$ cat src/rtl/hpmc_pkg.sv
package hpmc_pkg;
  localparam int FLAG_W = 6;

  typedef enum logic [1:0] {
    PRV_USER  = 2'd0,
    PRV_SUPER = 2'd1,
    PRV_RSVD  = 2'd2,
    PRV_MACH  = 2'd3
  } priv_e;

  // packed MSB first: ovf lands on the top control bit
  typedef struct packed {
    logic ovf;
    logic m_inh;
    logic s_inh;
    logic u_inh;
    logic vs_inh;
    logic vu_inh;
  } flags_t;
endpackage

$ cat src/rtl/hpmc_filter.sv
module hpmc_filter
  import hpmc_pkg::*;
(
  input  logic       evt,
  input  logic       glob_inh,
  input  logic       slot_ok,
  input  logic [1:0] priv,
  input  logic       virt,
  input  flags_t     flags,
  output logic       admit
);
  logic blocked;

  always_comb begin
    unique case (priv_e'(priv))
      PRV_MACH:  blocked = flags.m_inh;
      PRV_SUPER: blocked = virt ? flags.vs_inh : flags.s_inh;
      PRV_USER:  blocked = virt ? flags.vu_inh : flags.u_inh;
      default:   blocked = 1'b1;
    endcase
  end

  assign admit = evt & ~glob_inh & slot_ok & ~blocked;
endmodule

$ cat src/rtl/hpmc_count.sv
module hpmc_count #(
  parameter int CNT_W = 64
) (
  input  logic             clk,
  input  logic             rst,
  input  logic             admit,
  input  logic             narrow,
  input  logic             wr_lo,
  input  logic             wr_hi,
  input  logic [CNT_W-1:0] wr_data,
  output logic [CNT_W-1:0] cnt_q,
  output logic             wrap
);
  localparam int HALF_W = CNT_W / 2;
  localparam int NHALF  = 2;

  logic [HALF_W-1:0] half_q [NHALF];
  logic [NHALF-1:0]  half_full;
  logic [NHALF-1:0]  half_wen;
  logic              bump;

  assign bump = admit & ~wr_lo & ~wr_hi;
  assign half_wen = {wr_hi, wr_lo};

  for (genvar h = 0; h < NHALF; h++) begin : g_half
    logic [HALF_W-1:0] wdat;
    logic              step;
    assign wdat = narrow ? wr_data[HALF_W-1:0] : wr_data[h*HALF_W +: HALF_W];
    if (h == 0) begin : g_lo
      assign step = bump;
    end else begin : g_hi
      assign step = bump & half_full[0];
    end
    assign half_full[h] = &half_q[h];

    always_ff @(posedge clk) begin
      if (rst)              half_q[h] <= '0;
      else if (half_wen[h]) half_q[h] <= wdat;
      else if (step)        half_q[h] <= half_q[h] + 1'b1;
    end
  end

  assign cnt_q = {half_q[1], half_q[0]};
  assign wrap  = bump & (&half_full);
endmodule

$ cat src/rtl/hpmc_flags.sv
module hpmc_flags
  import hpmc_pkg::*;
#(
  parameter int CNT_W = 64
) (
  input  logic             clk,
  input  logic             rst,
  input  logic             narrow,
  input  logic             ctl_wr,
  input  logic [CNT_W-1:0] wr_data,
  input  logic             wrap,
  output flags_t           flags_q,
  output logic             irq_q
);
  localparam int HALF_W = CNT_W / 2;

  flags_t wflags;
  assign wflags = narrow ? flags_t'(wr_data[HALF_W-1 -: FLAG_W])
                         : flags_t'(wr_data[CNT_W-1 -: FLAG_W]);

  always_ff @(posedge clk) begin
    if (rst) begin
      flags_q <= '0;
      irq_q   <= 1'b0;
    end else if (ctl_wr) begin
      flags_q <= wflags;
      irq_q   <= irq_q & wflags.ovf;
    end else if (wrap && !flags_q.ovf) begin
      flags_q.ovf <= 1'b1;
      irq_q       <= 1'b1;
    end
  end
endmodule

$ cat src/rtl/hpm_event_counter.sv
module hpm_event_counter
  import hpmc_pkg::*;
#(
  parameter int CNT_W = 64
) (
  input  logic             clk,
  input  logic             rst,
  input  logic             evt_pulse,
  input  logic             count_inhibit,
  input  logic             slot_valid,
  input  logic [1:0]       priv_lvl,
  input  logic             virt_on,
  input  logic             narrow_mode,
  input  logic             cnt_wr_lo,
  input  logic             cnt_wr_hi,
  input  logic             ctl_wr,
  input  logic [CNT_W-1:0] wr_data,
  output logic [CNT_W-1:0] cnt_q,
  output logic [CNT_W-1:0] ctl_q,
  output logic             ovf_irq
);
  flags_t flags;
  logic   admit;
  logic   wrap;

  hpmc_filter u_filter (
    .evt      (evt_pulse),
    .glob_inh (count_inhibit),
    .slot_ok  (slot_valid),
    .priv     (priv_lvl),
    .virt     (virt_on),
    .flags    (flags),
    .admit    (admit)
  );

  hpmc_count #(.CNT_W(CNT_W)) u_count (
    .clk     (clk),
    .rst     (rst),
    .admit   (admit),
    .narrow  (narrow_mode),
    .wr_lo   (cnt_wr_lo),
    .wr_hi   (cnt_wr_hi),
    .wr_data (wr_data),
    .cnt_q   (cnt_q),
    .wrap    (wrap)
  );

  hpmc_flags #(.CNT_W(CNT_W)) u_flags (
    .clk     (clk),
    .rst     (rst),
    .narrow  (narrow_mode),
    .ctl_wr  (ctl_wr),
    .wr_data (wr_data),
    .wrap    (wrap),
    .flags_q (flags),
    .irq_q   (ovf_irq)
  );

  assign ctl_q = {flags, {(CNT_W-FLAG_W){1'b0}}};
endmodule

$ cat config.mk
export PLATFORM = sky130hd
export DESIGN_NAME = hpm_event_counter
export DESIGN_NICKNAME = d
export VERILOG_FILES = /design/src/rtl/hpmc_pkg.sv /design/src/rtl/hpmc_filter.sv /design/src/rtl/hpmc_count.sv /design/src/rtl/hpmc_flags.sv /design/src/rtl/hpm_event_counter.sv
export SDC_FILE = /design/constraint.sdc
export NUM_CORES = 1
export LEC_CHECK = 0
export ABC_CLOCK_PERIOD_IN_PS = 6700
export BUFFER_PORTS_ARGS = -buffer_cell sky130_fd_sc_hd__buf_4
export CAP_MARGIN = 20
export CORE_ASPECT_RATIO = 1.1
export CORE_UTILIZATION = 29
export DETAILED_ROUTE_END_ITERATION = 7
export GPL_TIMING_DRIVEN = 0
export PLACE_DENSITY = 0.58
export SETUP_SLACK_MARGIN = 0.15
export SLEW_MARGIN = 30
export SYNTH_ARGS = -nofsm -noshare
export SYNTH_HDL_FRONTEND = slang
export SYNTH_SLANG_ARGS = --single-unit
$ cat constraint.sdc
create_clock -name clk -period 6.7 [get_ports clk]
set_clock_uncertainty 0.1 [all_clocks]
set_input_delay 1.34 -clock clk [delete_from_list [all_inputs] [get_ports clk]]
set_output_delay 1.34 -clock clk [all_outputs]
set_load 0.02 [all_outputs]
==> impl_metrics.tcl, run 1 <==
set metrics [dict create \
    critPathMostFrequentCell "buf_6" \
    cts_setup_buffers 0 \
    worstPathArrival_ns 3.69 \
    cts_buffers 9 \
    hold_buffers 0 \
    power.total_uw 1370 \
    synth_cells 483 \
    dp_worst_setup_slack_ns 2.48 \
    ir_drop_mv 0.109 \
    switching_share_pct 28.9 \
    die_w_um 127 \
    antenna_cells 0 \
    grt_pass1_vias 4105 \
    htreeDepth 3 \
    synth_area_per_cell_um2 10.4 \
    clock_latency_ns 0.34 \
    crit_path_max_fanout 32 \
    endpoint_kind "flip-flop" \
    antenna_found_initial 0 \
    wl_per_cell_um 16.0 \
    place_congestion 0.836 \
    numClockSinks 71 \
    final_max_slew_viol_count 0 \
    hold_violations 0 \
    hp-class "reg -> reg" \
    overflow 0 \
    rsz0062_at_grt "false" \
    drtIter0Drc 197 \
    routed_wl_mm 15.0 \
    synthAdderAreaFrac_pct 0.499 \
    critPathRequiredTime_ns 6.57 \
    slowest_stage "or4b_1" \
    critical_path_class "in -> reg" \
    cts_buffer_depth 2 \
    ys_warn_count 0 \
    startpoint_type "input pin" \
    p_leak_uw 0.00297 \
    pwr_density_cell_nw_per_um2 197 \
    relSlewSlack_pct 38.7 \
    antenna_left 0 \
    fin_crit_ns 3.82 \
    syn_to_final_growth_pct 38.4 \
    netlist-cell-type-count 41 \
    core.rowCount 50 \
    fin_ws_ns 2.88 \
    synth_compound_area_share_pct 12.3 \
    timing.fmax_ghz 0.262 \
    combinationalPowerShare_pct 20.5 \
    post-dp-hpwl_mm 11.9 \
    cpPeakStageDelay_ns 0.61 \
    portBuffers 145 \
    grtUsageTotal_pct 16.7 \
    synthSimpleGateAreaFrac_pct 17.2 \
    dr.pass1.iters 6 \
    post-place-cells 919 \
    ctsResizeCount 0 \
    cts_tree "done" \
    worstMarginPinSlew_ns 0.918 \
    vias 4238 \
    grt_pass1_wl_mm 22.7 \
    fin_nets 774 \
    min_period_over_period_pct 57.1 \
    die_h_um 140 \
    synth_mux_area_share_pct 6.81 \
    status "complete, no violations" \
    drc 0 \
    synth_top_family_by_area "simple AND/OR/NAND/NOR gates" \
    fin_area_um2 6940 \
    cap_violations 0 \
    power_switching_uw 396 \
    finalSetupTns_ns 0 \
    initial_core_util_pct 29.6 \
    drive_above_1_share_pct 37.8 \
    yosysSeqAreaShare_pct 41.1 \
    clkSlewWorstSetupHoldPaths_ns 0.06 \
    dieArea_um2 17800 \
    viasPerCell 4.53 \
    fin_cells 935 \
    syn-cell-area_um2 5010 \
    p_int_uw 974 \
    synth_xor_area_share_pct 10.5 \
    nFillCells 1675 \
    setup_viol 0 \
    ios 205 \
    clockRootBuffer "clkbuf_16" \
    place_area_um2 6620 \
    power_frac_seq_pct 40.9 \
    grt_max_degree 33 \
    p_clk_share_pct 38.6 \
    core_um2 17000 \
    worstPathCellList "buf_4, nand4bb_1, a21oi_1, or4b_1, or2_1, buf_6, buf_6, nand2_2" \
    synth-seq-cells 71 \
]
-- synth_stat cells (all sizes together) --
master / instances / area, um^2
nor2: 18 / 67.6
or4b: 1 / 10.0
o31a: 1 / 8.76
nor3: 3 / 15.0
inv: 6 / 22.5
and3: 8 / 50.1
nor2b: 1 / 6.26
o21ai: 32 / 160
mux2i: 33 / 330
nor4: 5 / 73.8
a211oi: 5 / 37.5
buf: 65 / 497
o22ai: 33 / 388
nand4: 20 / 146
nor4b: 1 / 15.0
nand4bb: 1 / 11.3
edfxtp: 64 / 1920
mux2: 1 / 11.3
nand2b: 5 / 31.3
xnor2: 12 / 105
clkbuf: 16 / 60.1
nand2: 52 / 195
dfxtp: 7 / 140
or2: 1 / 6.26
xor2: 48 / 420
o21a: 1 / 7.51
conb: 1 / 3.75
a21oi: 3 / 15.0
nand3: 29 / 163
ha: 2 / 25.0
and4: 8 / 70.1
-- state kept, by name, indices dropped and copies added (netlist names) --
name and cells:
u_flags.flags_q 6, u_count.half_q 64, u_flags.irq_q 1
-- power by group through the flow --
stage,logic [uW],registers (uW),clock network (uW)
2_1_floorplan,133,599,0
3_3_place_gp,277,569,0
3_5_place_dp,281,570,0
4_1_cts,281,561,535
5_1_grt,301,567,554
6_report,280,561,529
-- per-stage QoR --
| stage | hold WS [ns] | utilization, % |
|---|---|---|
| after CTS | 0.410 | 41.0 |
| after global routing | 0.427 | 41.0 |
| after global placement | 0.381 | 39.0 |
| after detailed placement | 0.395 | 39.1 |
| after floorplan | 0.463 | - |
| final | 0.412 | 41.0 |
-- critical path: cells and delay by family --
kind                   cells  cell delay (ns)
buffers and inverters      3             0.43
and+or+nand+nor            4             1.70
AOI/OAI and AO/OA          1             0.20
-- layer usage --
| layer | global-route usage (%) | vias up | wire [um] |
|---|---|---|---|
| met5 | 0 | - | 0 |
| met1 | 21.9 | 2025 | 6710 |
| met3 | 2.64 | 10 | 593 |
| met4 | 5.20 | 0 | 68 |
| met2 | 28.2 | 134 | 7630 |
| li1 | - | 2069 | - |
-- area by class of cell --
cell class / instances / area, um^2 / area share, %
clock inverter: 7 / 93.8 / 1.35
inverter: 6 / 22.5 / 0.324
timing repair buffer: 145 / 1090 / 15.7
sequential: 71 / 2060 / 29.7
tap: 234 / 293 / 4.22
buffer: 81 / 557 / 8.02
clock buffer: 9 / 225 / 3.24
multi-input combinational: 382 / 2600 / 37.5
-- worst paths after layout --
path | startpoint | endpoint | slack, ns | cells after the start
setup / recovery | cnt_wr_hi | u_count.half_q[1][3] | 2.88 | 8
hold / removal | u_flags.flags_q[5] | u_flags.flags_q[5] | 0.41 | 1
setup reg to reg | u_count.half_q[0][0] | u_count.half_q[1][3] | 3.29 | 8
hold reg to reg | u_flags.flags_q[5] | u_flags.flags_q[5] | 0.41 | 1
-- placed cells by master, fill, tap and decap left out, types with 18 or more instances in the layout --
| cell type | n |
|---|---|
| buf_4 | 204 |
| o22ai_2 | 29 |
| nand3_1 | 27 |
| nor2_1 | 18 |
| o21ai_0 | 32 |
| nand2_1 | 50 |
| edfxtp_1 | 64 |
| mux2i_1 | 33 |
| xor2_1 | 48 |
| conb_1 | 58 |
| nand4_1 | 18 |
-- cells by family (layout without fill, tap and decap cells) --
logic type	Yosys count	in the layout
XOR/XNOR	60	60
buffers and inverters	87	248
flip-flops	71	71
AND/OR/NAND/NOR	153	153
adder cells (fa/ha/maj)	2	2
multiplexers	34	34
other	1	58
AO/OA/AOI/OAI	75	75
(Power assumes the default switching activity.)
==> run 2: changes to the inputs <==
--- a/config.mk
+++ b/config.mk
@@ -5,7 +5,7 @@
 export SDC_FILE = /design/constraint.sdc
 export NUM_CORES = 1
 export LEC_CHECK = 0
-export ABC_CLOCK_PERIOD_IN_PS = 6700
+export ABC_CLOCK_PERIOD_IN_PS = 3700
 export BUFFER_PORTS_ARGS = -buffer_cell sky130_fd_sc_hd__buf_4
 export CAP_MARGIN = 20
 export CORE_ASPECT_RATIO = 1.1
==> constraint.sdc (replaced) <==
create_clock -name clk -period 3.7 [get_ports clk]
set_clock_uncertainty 0.1 [all_clocks]
set_input_delay 0.74 -clock clk [delete_from_list [all_inputs] [get_ports clk]]
set_output_delay 0.74 -clock clk [all_outputs]
set_load 0.02 [all_outputs]
==> run 2 against run 1 <==
- count of clock-buffer cells in the layout stayed put
- first-iteration DRC count is 4.1% lower
- core utilization hardly changed
- flip-flop and latch count stayed put
- combinational power is 81% higher
- critical path depth stayed put
- die area stayed put
- largest power group unchanged
==> impl_metrics.tcl, run 2 (synthesized netlist as in run 1, its figures left out) <==
set metrics [dict create \
    vias 4247 \
    grt_max_degree 33 \
    fin_ws_ns 0.540 \
    fin_crit_ns 3.16 \
    viasPerCell 4.54 \
    clkSlewWorstSetupHoldPaths_ns 0.06 \
    seq_area_um2 2060 \
    cpPeakStageDelay_ns 0.58 \
    worstMarginPinSlew_ns 0.918 \
    multiInputGateArea_um2 2610 \
    status "complete, no violations" \
    power_switching_uw 715 \
    place_congestion 0.836 \
    worstPathArrival_ns 3.04 \
    startpoint "u_count.half_q[0][0]" \
    worstPathCellList "ha_1, nand3_2, nor4_4, nand4_1, or2_1, buf_6, buf_6, nand2_4" \
    r2r_start "u_count.half_q[0][0]" \
    htreeDepth 3 \
    overflow 0 \
    critPathMostFrequentCell "buf_6" \
    fin_nets 774 \
    nFillCells 1675 \
    core_um2 17000 \
    r2r_slack_ns 0.54 \
    place_area_um2 6620 \
    min_to "u_flags.flags_q[5]" \
    relSlewSlack_pct 38.7 \
    top_regs "u_count.half_q x64, u_flags.flags_q x6, u_flags.irq_q x1" \
    hold_violations 0 \
    rsz0062_at_grt "false" \
    antenna_found_initial 0 \
    numClockSinks 71 \
    cts_buffer_depth 2 \
    final_common_cell "buf_4" \
    dr.pass1.iters 7 \
    antenna_left 0 \
    startpoint_type "flip-flop" \
    die_w_um 127 \
    fin_area_um2 6950 \
    finalSetupTns_ns 0 \
    switching_share_pct 28.9 \
    fin_worst_hold_slack_ns 0.410 \
    dp_worst_setup_slack_ns 0.0799 \
    drc 0 \
    ir_drop_mv 0.197 \
    critical_path_class "reg -> reg" \
    min_period_over_period_pct 85.4 \
    min_path_cells 1 \
    min-delay-start "u_flags.flags_q[5]" \
    slowest_stage "nor4_4" \
    final_cell_mix "buf_4 (204), edfxtp_1 (64), conb_1 (58), nand2_1 (50), xor2_1 (48)" \
    wl_per_cell_um 16.0 \
    p_leak_uw 0.00298 \
    clockRootBuffer "clkbuf_16" \
    endpoint_kind "flip-flop" \
    initial_core_util_pct 29.6 \
    timing.fmax_ghz 0.316 \
    die_h_um 140 \
    core.rowCount 50 \
    antenna_cells 0 \
    clock_latency_ns 0.34 \
    syn_to_final_growth_pct 38.5 \
    dieArea_um2 17800 \
    drtIter0Drc 189 \
    cts_buffers 9 \
    power_frac_seq_pct 41.0 \
    pwr_density_cell_nw_per_um2 357 \
    r2r_end "u_count.half_q[1][3]" \
    combinationalPowerShare_pct 20.5 \
    final_util_pct 41.0 \
    cts_tree "done" \
    cts_setup_buffers 0 \
    drive_above_1_share_pct 37.8 \
    critPathRequiredTime_ns 3.58 \
    setup_viol 0 \
    final_max_slew_viol_count 0 \
    grtUsageTotal_pct 16.7 \
    hp-class "reg -> reg" \
    p_clk_share_pct 38.6 \
    grt_pass1_vias 4105 \
    grt_pass1_wl_mm 22.7 \
    p_int_uw 1760 \
    routed_wl_mm 14.9 \
    reg2reg_depth 8 \
    post-dp-hpwl_mm 11.9 \
    ios 205 \
    portBuffers 145 \
    largest_reg_flops 64 \
    largest_register "u_count.half_q" \
    crit_path_max_fanout 32 \
    cap_violations 0 \
]
-- run 2: cell types whose count changed in the layout (fill, tap and decap cells not counted) --
cell     delta
nand2_2     -1
nand2_4     +1
-- run 2: per-layer routing --
layer	up-vias	wire, um	track usage, %
met1	2017	6570	21.9
met4	0	82	5.20
met3	12	669	2.64
li1	2071	-	-
met5	-	0	0
met2	147	7610	28.2
-- run 2: critical path, delay by kind of cell (launching register included) --
family	cells	cell delay, ns
adder cells (fa/ha/maj)	1	0.23
buffers and inverters	2	0.31
AND/OR/NAND/NOR	5	1.72
flip-flops	1	0.42
-- run 2: power by group through the flow --
stage	Combinational (uW)	Clock (uW)	Sequential, uW
global route	545	1000	1030
CTS	509	970	1020
detailed placement	508	0	1030
global placement	501	0	1030
finish	508	956	1020
floorplan	240	0	1080
-- run 2: layout make-up --
| class | count | area share (%) |
|---|---|---|
| plain buffers | 81 | 8.01 |
| clock buffers | 9 | 3.24 |
| clock inverters | 7 | 1.35 |
| inverters | 6 | 0.324 |
| multi-input cells | 382 | 37.5 |
| flip-flops and latches | 71 | 29.7 |
| well taps | 234 | 4.21 |
| repair buffers | 145 | 15.7 |
-- run 2: how the worst max path moves through the flow --
stage,to,cells after the start
2_1_floorplan,u_count.half_q[1][0],7
3_3_place_gp,u_count.half_q[1][8],8
3_5_place_dp,u_count.half_q[1][8],8
4_1_cts,u_count.half_q[1][16],8
5_1_grt,u_count.half_q[1][3],8
6_report,u_count.half_q[1][3],8
-- run 2: timing repair --
item	4_1_cts	5_1_grt
resized for setup	0	1
endpoints found under the setup margin	0	32
endpoints found under the hold margin	0	0
hold buffers	0	0
-- run 2: per-stage QoR --
step | total power [uW] | std cells
4_1_cts | 2500 | 935
3_3_place_gp | 1530 | 919
5_1_grt | 2570 | 935
6_report | 2480 | 935
2_1_floorplan | 1320 | 540
3_5_place_dp | 1540 | 919
==> run 3: changes to the inputs <==
--- a/config.mk
+++ b/config.mk
@@ -8,11 +8,13 @@
 export ABC_CLOCK_PERIOD_IN_PS = 3700
 export BUFFER_PORTS_ARGS = -buffer_cell sky130_fd_sc_hd__buf_4
 export CAP_MARGIN = 20
+export CELL_PAD_IN_SITES_DETAIL_PLACEMENT = 2
+export CELL_PAD_IN_SITES_GLOBAL_PLACEMENT = 2
 export CORE_ASPECT_RATIO = 1.1
 export CORE_UTILIZATION = 29
 export DETAILED_ROUTE_END_ITERATION = 7
 export GPL_TIMING_DRIVEN = 0
-export PLACE_DENSITY = 0.58
+export PLACE_DENSITY = 0.86
 export SETUP_SLACK_MARGIN = 0.15
 export SLEW_MARGIN = 30
 export SYNTH_ARGS = -nofsm -noshare
==> run 3 against run 2 <==
- sequential share of layout area rose by 0.18 points
- total power fell by 4.1%
- worst hold slack gained 0.018 ns
- critical path depth unchanged
- largest power group unchanged
==> impl_metrics.tcl, run 3 (synthesized netlist as in run 1, its figures left out) <==
set metrics [dict create \
    fin_crit_ns 3.29 \
    status "complete, no violations" \
    setup_viol 0 \
    antenna_found_initial 0 \
    grt_max_degree 33 \
    critPathRequiredTime_ns 3.59 \
    clkSlewWorstSetupHoldPaths_ns 0.06 \
    wl_per_cell_um 20.0 \
    power.total_uw 2380 \
    fin_area_um2 6910 \
    clock_latency_ns 0.35 \
    cap_violations 0 \
    drive_above_1_share_pct 37.7 \
    pwr_density_cell_nw_per_um2 344 \
    core.rowCount 50 \
    core_um2 17000 \
    worstMarginPinSlew_ns 0.831 \
    final_common_cell "buf_4" \
    fin_nets 774 \
    relSlewSlack_pct 44.4 \
    ir_drop_mv 0.206 \
    overflow 0 \
    cts_buffers 9 \
    worstPathArrival_ns 3.18 \
    dp_worst_setup_slack_ns 0.0652 \
    grtUsageTotal_pct 21.1 \
    dr.pass1.iters 4 \
    die_h_um 140 \
    fin_worst_hold_slack_ns 0.428 \
    antenna_cells 0 \
    clockRootBuffer "clkbuf_16" \
    largest_register "u_count.half_q" \
    slowest_stage "nor4_4" \
    hold_violations 0 \
    drtIter0Drc 209 \
    fin_ws_ns 0.412 \
    antenna_left 0 \
    place_area_um2 6620 \
    dieArea_um2 17800 \
    worstPathCellList "ha_1, nand3_2, nor4_4, nand4_1, or2_1, buf_6, buf_6, nand2_4" \
    ios 205 \
    finalSetupTns_ns 0 \
    startpoint_type "flip-flop" \
    post-dp-hpwl_mm 15.0 \
    critPathMostFrequentCell "buf_6" \
    cts_buffer_depth 2 \
    die_w_um 127 \
    numClockSinks 71 \
    place_congestion 0.818 \
    hp-class "reg -> reg" \
    final_max_slew_viol_count 0 \
    cts_setup_buffers 0 \
    grt_pass1_vias 4830 \
    largest_reg_flops 64 \
    crit_path_max_fanout 32 \
    p_leak_uw 0.00298 \
    min_period_over_period_pct 88.9 \
    endpoint_kind "flip-flop" \
    cpPeakStageDelay_ns 0.68 \
    vias 4519 \
    routed_wl_mm 18.7 \
    syn_to_final_growth_pct 37.7 \
    drc 0 \
    rsz0062_at_grt "false" \
    viasPerCell 4.83 \
    grt_pass1_wl_mm 28.1 \
    portBuffers 145 \
    cts_tree "done" \
    critical_path_class "reg -> reg" \
    final_cell_mix "buf_4 (204), edfxtp_1 (64), conb_1 (58), nand2_1 (50), xor2_1 (48)" \
    timing.fmax_ghz 0.304 \
    top_regs "u_count.half_q x64, u_flags.flags_q x6, u_flags.irq_q x1" \
    htreeDepth 3 \
    initial_core_util_pct 29.6 \
]
==> run 3: cell types whose count changed in the layout (fill, tap and decap cells not counted) <==
cell,delta
bufinv_16,-2
clkbuf_1,+2
clkbuf_8,+1
clkinv_1,-1
clkinv_2,+2
clkinvlp_4,-1
inv_4,+1
inv_6,-2
nor4b_2,-1
nor4b_4,+1
==> run 3: worst paths after layout <==
kind / cells past startpoint / to / slack (ns) / from
max: 8 / u_count.half_q[1][2] / 0.41 / u_count.half_q[0][0]
min: 2 / u_flags.flags_q[4] / 0.43 / u_flags.flags_q[4]
max reg2reg: 8 / u_count.half_q[1][2] / 0.41 / u_count.half_q[0][0]
min reg2reg: 2 / u_flags.flags_q[4] / 0.43 / u_flags.flags_q[4]
==> run 3: report_power, final <==
part	switching, uW	internal (uW)	total (uW)
sequential	84.2	941	1030
clock	357	470	827
combinational	293	232	525
==> run 3: metal layers <==
metal / share of wire (%) / wire (um) / track usage (%) / vias to the layer above
li1: - / - / - / 2071
met1: 40 / 7530 / 24.7 / 2250
met2: 51 / 9600 / 37.4 / 173
met3: 6.0 / 1120 / 4.32 / 25
met4: 2.6 / 488 / 8.27 / 0
met5: 0 / 0 / 0 / -
==> run 3: area by class of cell <==
type / instances / area [um^2]
flip-flops and latches: 71 / 2060
multi-input cells: 382 / 2620
plain buffers: 81 / 557
clock inverters: 4 / 21.3
well taps: 234 / 293
clock buffers: 12 / 246
inverters: 6 / 22.5
fillers: 1856 / 10000
repair buffers: 145 / 1090
==> run 3: timing repair <==
action / in CTS / in global routing
resized for setup: 1 / 0
setup endpoints to repair: 32 / 0
hold buffers: 0 / 0
==> run 3: worst max-delay path, delay by kind of cell (launching register included) <==
kind	cells	cell delay (ns)
fa+ha+maj	1	0.25
buf+inv	2	0.30
flops	1	0.46
simple gates	5	1.82
==> run 3: per-stage QoR <==
step,utilization [%],cells
after global placement,39.0,919
after detailed placement,39.1,919
after global routing,40.7,935
after CTS,40.7,935
after floorplan,-,540
final,40.7,935
